### config.mk
export PLATFORM = sky130hd
export DESIGN_NAME = cascade_irq_ctrl
export DESIGN_NICKNAME = d
export VERILOG_FILES = /design/src/rtl/cic_pkg.sv /design/src/rtl/cic_ffs.sv /design/src/rtl/cic_ctrl.sv /design/src/rtl/cic_datapath.sv /design/src/rtl/cascade_irq_ctrl.sv
export SDC_FILE = /design/constraint.sdc
export NUM_CORES = 1
export LEC_CHECK = 0
export ABC_AREA = 1
export BUFFER_PORTS_ARGS = -buffer_cell sky130_fd_sc_hd__buf_4
export CORE_UTILIZATION = 50
export DETAILED_ROUTE_END_ITERATION = 10
export GPL_TIMING_DRIVEN = 0
export PLACE_DENSITY = 0.69
export SETUP_SLACK_MARGIN = 0.15
export SYNTH_ARGS = -nofsm -noshare
export SYNTH_HDL_FRONTEND = slang
export SYNTH_SLANG_ARGS = --single-unit
### constraint.sdc
create_clock -name clk -period 2.6 [get_ports clk]
set_input_delay 0.13 -clock clk [delete_from_list [all_inputs] [get_ports clk]]
set_output_delay 0.13 -clock clk [all_outputs]
set_load 0.005 [all_outputs]
### src/rtl/cic_pkg.sv
package cic_pkg;

  localparam int ADDR_W = 3;

  localparam logic [ADDR_W-1:0] ADDR_PRI_MASK = 3'd0;
  localparam logic [ADDR_W-1:0] ADDR_PRI_STAT = 3'd1;
  localparam logic [ADDR_W-1:0] ADDR_LATCH    = 3'd2;
  localparam logic [ADDR_W-1:0] ADDR_SOFT     = 3'd3;
  localparam logic [ADDR_W-1:0] ADDR_SEC_MASK = 3'd4;
  localparam logic [ADDR_W-1:0] ADDR_SEC_STAT = 3'd5;

  typedef struct packed {
    logic              wrPriMask;
    logic              wrLatch;
    logic              wrSoft;
    logic              wrSecMask;
    logic              wrSecStat;
    logic              rdEn;
    logic [ADDR_W-1:0] rdSel;
  } cic_strobe_t;

endpackage

### src/rtl/cic_ffs.sv
module cic_ffs #(
  parameter int W  = 32,
  parameter int IW = $clog2(W)
) (
  input  logic [W-1:0]  vec,
  output logic          found,
  output logic [IW-1:0] idx
);
  always_comb begin
    found = |vec;
    idx   = '0;
    for (int i = W - 1; i >= 0; i--) begin
      if (vec[i]) idx = IW'(i);
    end
  end
endmodule

### src/rtl/cic_ctrl.sv
module cic_ctrl
  import cic_pkg::*;
(
  input  logic              busWr,
  input  logic              busRd,
  input  logic [ADDR_W-1:0] busAddr,
  output cic_strobe_t       st
);
  always_comb begin
    st           = '0;
    st.wrPriMask = busWr && (busAddr == ADDR_PRI_MASK);
    st.wrLatch   = busWr && (busAddr == ADDR_LATCH);
    st.wrSoft    = busWr && (busAddr == ADDR_SOFT);
    st.wrSecMask = busWr && (busAddr == ADDR_SEC_MASK);
    st.wrSecStat = busWr && (busAddr == ADDR_SEC_STAT);
    st.rdEn      = busRd;
    st.rdSel     = busAddr;
  end
endmodule

### src/rtl/cic_datapath.sv
module cic_datapath
  import cic_pkg::*;
#(
  parameter int              PRI_W         = 32,
  parameter int              SEC_W         = 32,
  parameter int              DATA_W        = 32,
  parameter logic [PRI_W-1:0] PRI_EDGE_MASK = 32'h71CF_0000,
  parameter logic [PRI_W-1:0] SOFT_MASK     = 32'h7000_0000,
  parameter logic [SEC_W-1:0] SEC_EDGE_MASK = 32'h1041_0000,
  parameter int              SUPER_BIT     = 4,
  parameter int              MISC_BIT      = 5,
  parameter int              AUDIO_BIT     = 6,
  parameter int              AUDIO_LO      = 0,
  parameter int              AUDIO_HI      = 7,
  parameter int              MISC_LO       = 8,
  parameter int              MISC_HI       = 15,
  parameter int              SUPER_LO      = 16,
  parameter int              SUPER_HI      = 31,
  parameter int              VEC_W         = $clog2(PRI_W + SEC_W)
) (
  input  logic              clk,
  input  logic              rst_n,
  input  cic_strobe_t       st,
  input  logic [DATA_W-1:0] wdata,
  input  logic [PRI_W-1:0]  priIrqIn,
  input  logic [SEC_W-1:0]  secIrqIn,
  output logic [DATA_W-1:0] rdata,
  output logic              irqOut,
  output logic              vecValid,
  output logic [VEC_W-1:0]  vecIdx,
  output logic [PRI_W-1:0]  latchOut
);
  localparam int PIW   = $clog2(PRI_W);
  localparam int SIW   = $clog2(SEC_W);
  localparam int GRP_N = 3;

  function automatic logic [SEC_W-1:0] rangeMask(input int lo, input int hi);
    logic [SEC_W-1:0] m;
    m = '0;
    for (int i = 0; i < SEC_W; i++) begin
      if (i >= lo && i <= hi) m[i] = 1'b1;
    end
    return m;
  endfunction

  localparam int               GRP_BIT  [GRP_N] = '{SUPER_BIT, MISC_BIT, AUDIO_BIT};
  localparam logic [SEC_W-1:0] GRP_MASK [GRP_N] = '{rangeMask(SUPER_LO, SUPER_HI),
                                                   rangeMask(MISC_LO, MISC_HI),
                                                   rangeMask(AUDIO_LO, AUDIO_HI)};
  localparam logic [PRI_W-1:0] GROUP_POS = (PRI_W'(1) << SUPER_BIT) |
                                           (PRI_W'(1) << MISC_BIT) |
                                           (PRI_W'(1) << AUDIO_BIT);
  localparam logic [PRI_W-1:0] LEVEL_MASK = ~(PRI_EDGE_MASK | GROUP_POS);

  logic [PRI_W-1:0] priMask, priLatch, priSoft, priPrev;
  logic [SEC_W-1:0] secMask, secLatch, secPrev;
  logic [PRI_W-1:0] priRise, priStatus, priPend;
  logic [SEC_W-1:0] secRise, secStatus, secPend;
  logic [GRP_N-1:0] groupSum;

  // edge detection against the previous sampled input
  assign priRise = priIrqIn & ~priPrev & PRI_EDGE_MASK;
  assign secRise = secIrqIn & ~secPrev & SEC_EDGE_MASK;

  always_ff @(posedge clk) begin
    if (!rst_n) begin
      priPrev  <= '0;
      secPrev  <= '0;
      priMask  <= '0;
      priLatch <= '0;
      priSoft  <= '0;
      secMask  <= '0;
      secLatch <= '0;
    end else begin
      priPrev <= priIrqIn & PRI_EDGE_MASK;
      secPrev <= secIrqIn & SEC_EDGE_MASK;
      if (st.wrPriMask) priMask <= wdata[PRI_W-1:0];
      if (st.wrSecMask) secMask <= wdata[SEC_W-1:0];
      if (st.wrSoft)    priSoft <= wdata[PRI_W-1:0] & SOFT_MASK;
      // AND-style clear; a fresh edge in the same cycle is kept
      priLatch <= (st.wrLatch   ? (priLatch & wdata[PRI_W-1:0]) : priLatch) | priRise;
      secLatch <= (st.wrSecStat ? (secLatch & wdata[SEC_W-1:0]) : secLatch) | secRise;
    end
  end

  assign secStatus = (secIrqIn & ~SEC_EDGE_MASK) | secLatch;
  assign secPend   = secStatus & secMask;

  for (genvar g = 0; g < GRP_N; g++) begin : g_group
    assign groupSum[g] = |(secPend & GRP_MASK[g]);
  end

  always_comb begin
    priStatus = (priIrqIn & LEVEL_MASK) | priLatch | priSoft;
    for (int g = 0; g < GRP_N; g++) begin
      priStatus[GRP_BIT[g]] = groupSum[g];
    end
  end

  assign priPend = priStatus & priMask;
  assign irqOut  = |priPend;

  logic           priFound, secFound;
  logic [PIW-1:0] priIdx;
  logic [SIW-1:0] secIdx;

  cic_ffs #(.W(PRI_W), .IW(PIW)) u_priFfs (.vec(priPend), .found(priFound), .idx(priIdx));
  cic_ffs #(.W(SEC_W), .IW(SIW)) u_secFfs (.vec(secPend), .found(secFound), .idx(secIdx));

  logic isGroup;
  assign isGroup  = GROUP_POS[priIdx] && secFound;
  assign vecValid = priFound;
  assign vecIdx   = isGroup ? (VEC_W'(PRI_W) + VEC_W'(secIdx)) : VEC_W'(priIdx);

  logic [DATA_W-1:0] rdNext;
  always_comb begin
    case (st.rdSel)
      ADDR_PRI_MASK: rdNext = DATA_W'(priMask);
      ADDR_PRI_STAT: rdNext = DATA_W'(priStatus);
      ADDR_LATCH:    rdNext = DATA_W'(priLatch);
      ADDR_SOFT:     rdNext = DATA_W'(priSoft);
      ADDR_SEC_MASK: rdNext = DATA_W'(secMask);
      ADDR_SEC_STAT: rdNext = DATA_W'(secStatus);
      default:       rdNext = '0;
    endcase
  end

  always_ff @(posedge clk) begin
    if (!rst_n)       rdata <= '0;
    else if (st.rdEn) rdata <= rdNext;
  end

  assign latchOut = priLatch;
endmodule

### src/rtl/cascade_irq_ctrl.sv
module cascade_irq_ctrl
  import cic_pkg::*;
#(
  parameter int              PRI_W         = 32,
  parameter int              SEC_W         = 32,
  parameter int              DATA_W        = 32,
  parameter logic [PRI_W-1:0] PRI_EDGE_MASK = 32'h71CF_0000,
  parameter logic [PRI_W-1:0] SOFT_MASK     = 32'h7000_0000,
  parameter logic [SEC_W-1:0] SEC_EDGE_MASK = 32'h1041_0000,
  parameter int              SUPER_BIT     = 4,
  parameter int              MISC_BIT      = 5,
  parameter int              AUDIO_BIT     = 6,
  parameter int              VEC_W         = $clog2(PRI_W + SEC_W)
) (
  input  logic              clk,
  input  logic              rst_n,
  input  logic [PRI_W-1:0]  priIrqIn,
  input  logic [SEC_W-1:0]  secIrqIn,
  input  logic              busWr,
  input  logic              busRd,
  input  logic [ADDR_W-1:0] busAddr,
  input  logic [DATA_W-1:0] busWdata,
  output logic [DATA_W-1:0] busRdata,
  output logic              irqOut,
  output logic              vecValid,
  output logic [VEC_W-1:0]  vecIdx
);
  cic_strobe_t      st;
  logic [PRI_W-1:0] priLatchQ;

  cic_ctrl u_ctrl (.busWr(busWr), .busRd(busRd), .busAddr(busAddr), .st(st));

  cic_datapath #(
    .PRI_W(PRI_W), .SEC_W(SEC_W), .DATA_W(DATA_W),
    .PRI_EDGE_MASK(PRI_EDGE_MASK), .SOFT_MASK(SOFT_MASK), .SEC_EDGE_MASK(SEC_EDGE_MASK),
    .SUPER_BIT(SUPER_BIT), .MISC_BIT(MISC_BIT), .AUDIO_BIT(AUDIO_BIT), .VEC_W(VEC_W)
  ) u_dp (
    .clk(clk), .rst_n(rst_n), .st(st), .wdata(busWdata),
    .priIrqIn(priIrqIn), .secIrqIn(secIrqIn), .rdata(busRdata),
    .irqOut(irqOut), .vecValid(vecValid), .vecIdx(vecIdx), .latchOut(priLatchQ)
  );
endmodule

==> results.json, run 1 <==
{
  "status": "finished, violations left",
  "violations": "setup timing",
  "initial_core_util_pct": 51.5,
  "vias_per_cell": 5.53,
  "synth-edff-count": 0,
  "rsz0062_at_grt": "yes",
  "end_kind": "output pin",
  "whs_endpoint": "u_dp.secMask[22]",
  "min_from": "busWdata[22]",
  "dpl.cell_count": 1527,
  "hp-class": "in -> reg",
  "clk_latency_ns": 0.43,
  "dr.pass1.iters": 8,
  "overflow": 0,
  "powerDensity_nw_per_um2": 574,
  "drtAntennaViolNets": 0,
  "gp_congestion": 0.894,
  "slowest_delay_ns": 0.34,
  "cp.arrival_ns": 2.99,
  "die_area_um2": 17000,
  "crit_path_start_kind": "register",
  "cp_slowest_cell": "dfxtp_2",
  "antenna_found_initial": 0,
  "layout_worst_path_cycle_share_pct": 120,
  "slew_viol_final": 0,
  "synth-async-reset-ratio_pct": 0,
  "period_needed_ns": 3.12,
  "synth_cells": 1174,
  "numCtsBuffers": 17,
  "syn2layout_area_growth_pct": 31.2,
  "synth_fp_nets": 1277,
  "r2r-start": "u_dp.secLatch[29]",
  "final_cell_count_no_fill": 1612,
  "synthFlopType": "dfxtp_1",
  "drt_wl_total_um": 28100,
  "yosysUniqueCellTypes": 38,
  "r2r_setup_slack_ns": 1.06,
  "vias": 8913,
  "clockBufferDepth": 2,
  "slew_headroom_pct": 43.2,
  "hpwl_um": 20100,
  "first_global_vias": 8106,
  "diodes": 0,
  "reg2reg_to": "u_dp.rdata[4]",
  "tritoncts": "done",
  "die_w_um": 130,
  "hold_depth": 3,
  "required_ns": 2.47,
  "port_buffers": 137,
  "holdWs_ns": 0.00601,
  "maxCapViolCount": 0,
  "clkSinkCount": 176,
  "path_common_cell": "nand2_1",
  "ir_worst_vdd_mv": 0.476,
  "cts_root_buf": "clkbuf_16",
  "drive_gt1_share_pct": 21.7,
  "wire_per_inst_um": 17.4,
  "grt_max_degree": 17,
  "setup_violations": 7,
  "pre_cts_ws_ns": -0.120,
  "worst_slack_ns": -0.522,
  "final_nets": 1486,
  "r2r_cells": 10,
  "num_rows": 46,
  "crit_type": "reg -> out",
  "leakagePower_nw": 4.63,
  "yosys_warnings": 0,
  "core_area_um2": 16000,
  "clk_pin_slew_ns": 0.07,
  "crit_fanout": 6,
  "hold_violations": 0,
  "netlist_area_um2": 8240,
  "drc_errors": 0,
  "syn_avg_cell_area_um2": 7.02,
  "worst_pin_slew_ns": 0.852,
  "io_pins": 143,
  "die_y_um": 130,
  "grt_usage_pct": 33.6,
  "design_power_total_mw": 6.21,
  "drt-initial-drc-count": 686,
  "h-tree-depth": 4,
  "grt_pass1_wl_um": 42500,
  "ys_seq_area_share_pct": 42.7,
  "fin_worst_skew_ns": 0.00733,
  "synth_seq_cells": 176,
  "fmax_ghz": 0.320
}
==> registers in the layout, indices dropped and copies added (netlist names) <==
name	flops
u_dp.rdata	32
u_dp.secLatch	32
u_dp.priMask	32
u_dp.secMask	32
u_dp.secPrev	3
u_dp.priSoft	3
u_dp.priPrev	10
u_dp.latchOut	32
==> logic make-up (layout without fill, tap and decap cells) <==
| family | count (synthesis) | after routing | synth area share (%) |
|---|---|---|---|
| buffers and inverters | 219 | 441 | 10.1 |
| AO/OA/AOI/OAI | 391 | 391 | 27.7 |
| AND/OR/NAND/NOR | 388 | 388 | 19.5 |
| flip-flops | 176 | 176 | 42.7 |
==> metrics by stage <==
stage                     util, %  area, µm²  TNS [ns]
after floorplan                 -       8240         0
after global placement       59.6       9540    -0.582
after detailed placement     59.6       9540    -0.521
after CTS                    66.3      10600     -2.82
after global routing         67.6      10800     -4.75
final                        67.6      10800     -3.00
==> critical path, delay by kind of cell (launching register included) <==
kind / cells / cell delay (ns)
simple gates: 32 / 1.91
buf+inv: 2 / 0.16
compound gates: 1 / 0.17
flops: 1 / 0.34
==> cells in the final DEF, fill, tap and decap left out, types with 3 or more instances in the layout <==
master / count
buf_1: 7
nor2_1: 55
a21oi_1: 163
o21ai_1: 6
clkinvlp_4: 7
o2111ai_1: 6
o21ai_2: 15
o21ai_4: 11
nor2_2: 9
clkbuf_1: 54
nand2_1: 250
dlygate4sd3_1: 40
o21ai_0: 127
dfxtp_1: 169
nand3_1: 26
buf_6: 10
o211ai_1: 23
o22ai_1: 18
a31oi_1: 5
a221oi_1: 3
nand4_1: 16
o21bai_1: 3
nand2_2: 12
clkbuf_16: 17
nand2_4: 3
buf_4: 142
nor2_4: 8
dfxtp_2: 7
inv_2: 45
inv_1: 111
==> per-layer routing <==
metal,routed length (µm),GRT usage (%),vias to the layer above,part of all wire [%]
met5,0,0,-,0
met4,1050,16.2,0,3.7
met3,2090,4.80,71,7.4
met2,13000,55.5,405,46
met1,11900,43.1,4135,42
li1,-,-,4302,-
==> worst max-delay path by stage <==
stage / startpoint / endpoint / slack, ns / depth (start not counted)
3_5_place_dp: u_dp.secLatch[24] / vecIdx[1] / -0.12 / 14
5_1_grt: u_dp.priSoft[30] / vecIdx[0] / -0.80 / 35
2_1_floorplan: u_dp.latchOut[31] / vecIdx[0] / 0.43 / 35
4_1_cts: u_dp.latchOut[30] / vecIdx[2] / -0.48 / 32
3_3_place_gp: u_dp.secLatch[29] / vecIdx[1] / -0.14 / 14
6_report: u_dp.priSoft[30] / vecIdx[0] / -0.52 / 35
==> synth_stat cells, types with 7 or more instances <==
cell type | number | share of area (%)
o211ai_1 | 23 | 2.1
a21oi_1 | 163 | 9.9
nand2_2 | 8 | 0.61
o22ai_1 | 18 | 1.4
clkbuf_1 | 51 | 2.3
o21ai_2 | 11 | 1.2
o21ai_0 | 128 | 7.8
o21ai_4 | 8 | 1.6
buf_1 | 7 | 0.32
nor2_1 | 67 | 3.1
inv_1 | 111 | 5.1
nand2_1 | 256 | 12
o21ai_1 | 12 | 0.73
nand4_1 | 16 | 1.2
dfxtp_1 | 176 | 43
nand3_1 | 29 | 1.8
inv_2 | 45 | 2.0
==> power breakdown <==
group	switching [mW]	total [mW]	internal (mW)	leakage (nW)
logic	0.564	0.987	0.423	2.96
clock network	1.14	2.39	1.25	0.238
registers	0.0547	2.83	2.78	1.43
==> final cells by class <==
cell class	count	area, µm²
fillers	1493	5190
multi-input cells	779	4080
flip-flops and latches	176	3530
repair buffers	190	1560
inverters	159	602
clock buffers	21	450
well taps	216	270
plain buffers	60	240
clock inverters	11	83.8
==> what timing repair did <==
item / 4_1_cts / 5_1_grt
buffers inserted: 5 / 8
resized for setup: 23 / 41
gates cloned: 0 / 0
endpoints found under the setup margin: 8 / 8
pin swaps: 4 / 6
hold buffers: 40 / 0
hold endpoints to repair: 78 / 0
Power figures use the tool's default switching activity.
==> run 2, diff against run 1 <==
--- a/config.mk
+++ b/config.mk
@@ -5,7 +5,6 @@
 export SDC_FILE = /design/constraint.sdc
 export NUM_CORES = 1
 export LEC_CHECK = 0
-export ABC_AREA = 1
 export BUFFER_PORTS_ARGS = -buffer_cell sky130_fd_sc_hd__buf_4
 export CORE_UTILIZATION = 50
 export DETAILED_ROUTE_END_ITERATION = 10
==> results.json, run 2 <==
{
  "status": "finished, violations left",
  "violations": "setup timing",
  "drtAntennaViolNets": 0,
  "leakagePower_nw": 4.93,
  "dpl.cell_count": 1411,
  "drive_gt1_share_pct": 19.9,
  "cp_slowest_cell": "a311oi_2",
  "synth_common_cells": "nand2_1 (177), dfxtp_1 (176), nor2_1 (104), a21boi_0 (89), o21ai_0 (60)",
  "layout_worst_path_cycle_share_pct": 113,
  "period_needed_ns": 2.94,
  "grt_max_degree": 17,
  "synth_cells": 1057,
  "required_ns": 2.47,
  "slowest_delay_ns": 0.38,
  "ir_worst_vdd_mv": 0.490,
  "maxCapViolCount": 0,
  "drc_errors": 0,
  "synth.top_cells.by_area": "dfxtp_1 (41%), a21boi_0 (7.8%), nand2_1 (7.8%)",
  "num_rows": 47,
  "power_frac_seq_pct": 45.8,
  "final_util_pct": 68.0,
  "slew_headroom_pct": 36.5,
  "hpwl_um": 21300,
  "p_clk_share_pct": 40.2,
  "vias_per_cell": 5.94,
  "r2r_cells": 8,
  "p_int_mw": 4.47,
  "final_cell_count_no_fill": 1513,
  "clk_pin_slew_ns": 0.06,
  "end_kind": "output pin",
  "switchingPower_mw": 1.65,
  "clkSinkCount": 176,
  "core_area_um2": 16600,
  "r2r-start": "u_dp.secLatch[5]",
  "syn2layout_area_growth_pct": 32.5,
  "clockBufferDepth": 2,
  "crit_path_start": "u_dp.secLatch[5]",
  "rsz0062_at_grt": "yes",
  "synth_seq_cells": 176,
  "h-tree-depth": 4,
  "worst_slack_ns": -0.338,
  "swShare_pct": 26.9,
  "powerDensity_nw_per_um2": 541,
  "antenna_found_initial": 0,
  "crit_path_start_kind": "register",
  "gp_congestion": 0.936,
  "setup_violations": 7,
  "die_w_um": 133,
  "initial_core_util_pct": 51.3,
  "yosys.cell_count.top_type": "nand2_1",
  "overflow": 0,
  "drt_wl_total_um": 30400,
  "hold_violations": 0,
  "slew_viol_final": 0,
  "holdWs_ns": 0.136,
  "layout_common_cells": "nand2_1 (173), dfxtp_1 (165), buf_4 (157)",
  "crit_fanout": 4,
  "ys_seq_area_share_pct": 41.2,
  "netlist_area_um2": 8540,
  "port_buffers": 134,
  "cts_root_buf": "clkbuf_16",
  "die_y_um": 133,
  "min_from": "priIrqIn[9]",
  "r2r_setup_slack_ns": 0.68,
  "placedInstanceArea_um2": 9820,
  "wire_per_inst_um": 20.1,
  "diodes": 0,
  "synth_area_leader_cell": "dfxtp_1",
  "final_nets": 1383,
  "synth_fp_nets": 1160,
  "crit_type": "reg -> out",
  "fin_worst_skew_ns": 0.00675,
  "io_pins": 143,
  "design_area_um2": 11300,
  "synthFlopType": "dfxtp_1",
  "dr.pass1.iters": 7,
  "grt_usage_pct": 34.9,
  "grt_pass1_wl_um": 46800,
  "synth-async-reset-ratio_pct": 0,
  "hp-class": "in -> reg",
  "vias": 8982,
  "clk_latency_ns": 0.43,
  "final_common_cell": "nand2_1",
  "cp.arrival_ns": 2.81,
  "drt-initial-drc-count": 923,
  "die_area_um2": 17600,
  "yosysUniqueCellTypes": 52,
  "worst_pin_slew_ns": 0.952,
  "hold_depth": 5,
  "synth-edff-count": 0,
  "fmax_ghz": 0.340,
  "yosys_warnings": 0,
  "numCtsBuffers": 17,
  "syn_avg_cell_area_um2": 8.08,
  "path_cells": "o21ai_2 -> nand4_1 -> o31ai_4 -> a221o_1 -> a31oi_1 -> a311oi_2 -> o21a_4 -> mux2i_2 -> buf_4",
  "yosysTopAreaCellShare_pct": 41.2,
  "fin_setup_tns_ns": -1.71,
  "tritoncts": "done",
  "combPwrFrac_pct": 14.0,
  "first_global_vias": 8440
}
-- run 2: cell count changes in the layout (fill, tap and decap cells not counted), moves of 36 or more --
cell	previous run	this run
a21oi_1	163	41
nand2b_1	0	36
nor2_1	55	103
o211a_1	0	54
nand2_1	250	173
inv_2	45	1
a21boi_0	1	88
o21ai_0	127	48
inv_1	111	16
-- run 2: what timing repair did --
item	4_1_cts	5_1_grt
gates resized for setup	62	17
hold buffers	45	0
setup buffers	19	6
pin swaps	24	12
setup endpoints to repair	8	8
hold endpoints to repair	135	0
-- run 2: worst paths after layout --
path	to
setup / recovery	vecIdx[0]
hold / removal	u_dp.rdata[9]
setup reg to reg	u_dp.rdata[6]
hold reg to reg	u_dp.latchOut[6]
-- run 2: routing by layer --
| layer | GRT usage [%] | wire length (µm) |
|---|---|---|
| met2 | 56.8 | 14200 |
| met4 | 17.5 | 1280 |
| met1 | 44.3 | 12700 |
| met5 | 0 | 0 |
| met3 | 6.32 | 2310 |
-- run 2: cell families after synthesis --
family | synth area share (%)
DFF | 41.2
AOI/OAI and AO/OA | 30.4
muxes | 4.53
and+or+nand+nor | 20.0
buffers and inverters | 3.79
-- run 2: power groups by stage --
stage | Combinational, mW | Clock (mW) | Sequential [mW]
floorplan | 0.355 | 0 | 2.85
global placement | 0.715 | 0 | 2.86
detailed placement | 0.718 | 0 | 2.86
CTS | 0.814 | 2.47 | 2.80
global route | 0.911 | 2.59 | 2.81
finish | 0.855 | 2.46 | 2.80
-- run 2: worst max-delay path, delay by kind of cell, from the launching register on --
family | cells | cell delay (ns)
compound gates | 6 | 1.40
simple gates | 1 | 0.25
buf+inv | 1 | 0.15
mux | 1 | 0.25
flops | 1 | 0.33
-- run 2: final cells by class --
class | count | area (µm²)
buffer | 66 | 260
clock buffer | 21 | 480
clock inverter | 11 | 80.1
fill | 1456 | 5320
inverter | 18 | 67.6
multi-input combinational | 797 | 4950
sequential | 176 | 3540
tap | 220 | 275
timing repair buffer | 204 | 1660
-- run 2: metrics by stage --
step,power (mW),setup WS (ns)
2_1_floorplan,3.20,0.397
3_3_place_gp,3.57,-0.170
3_5_place_dp,3.58,-0.161
4_1_cts,6.09,-0.147
5_1_grt,6.31,-0.413
6_report,6.12,-0.338
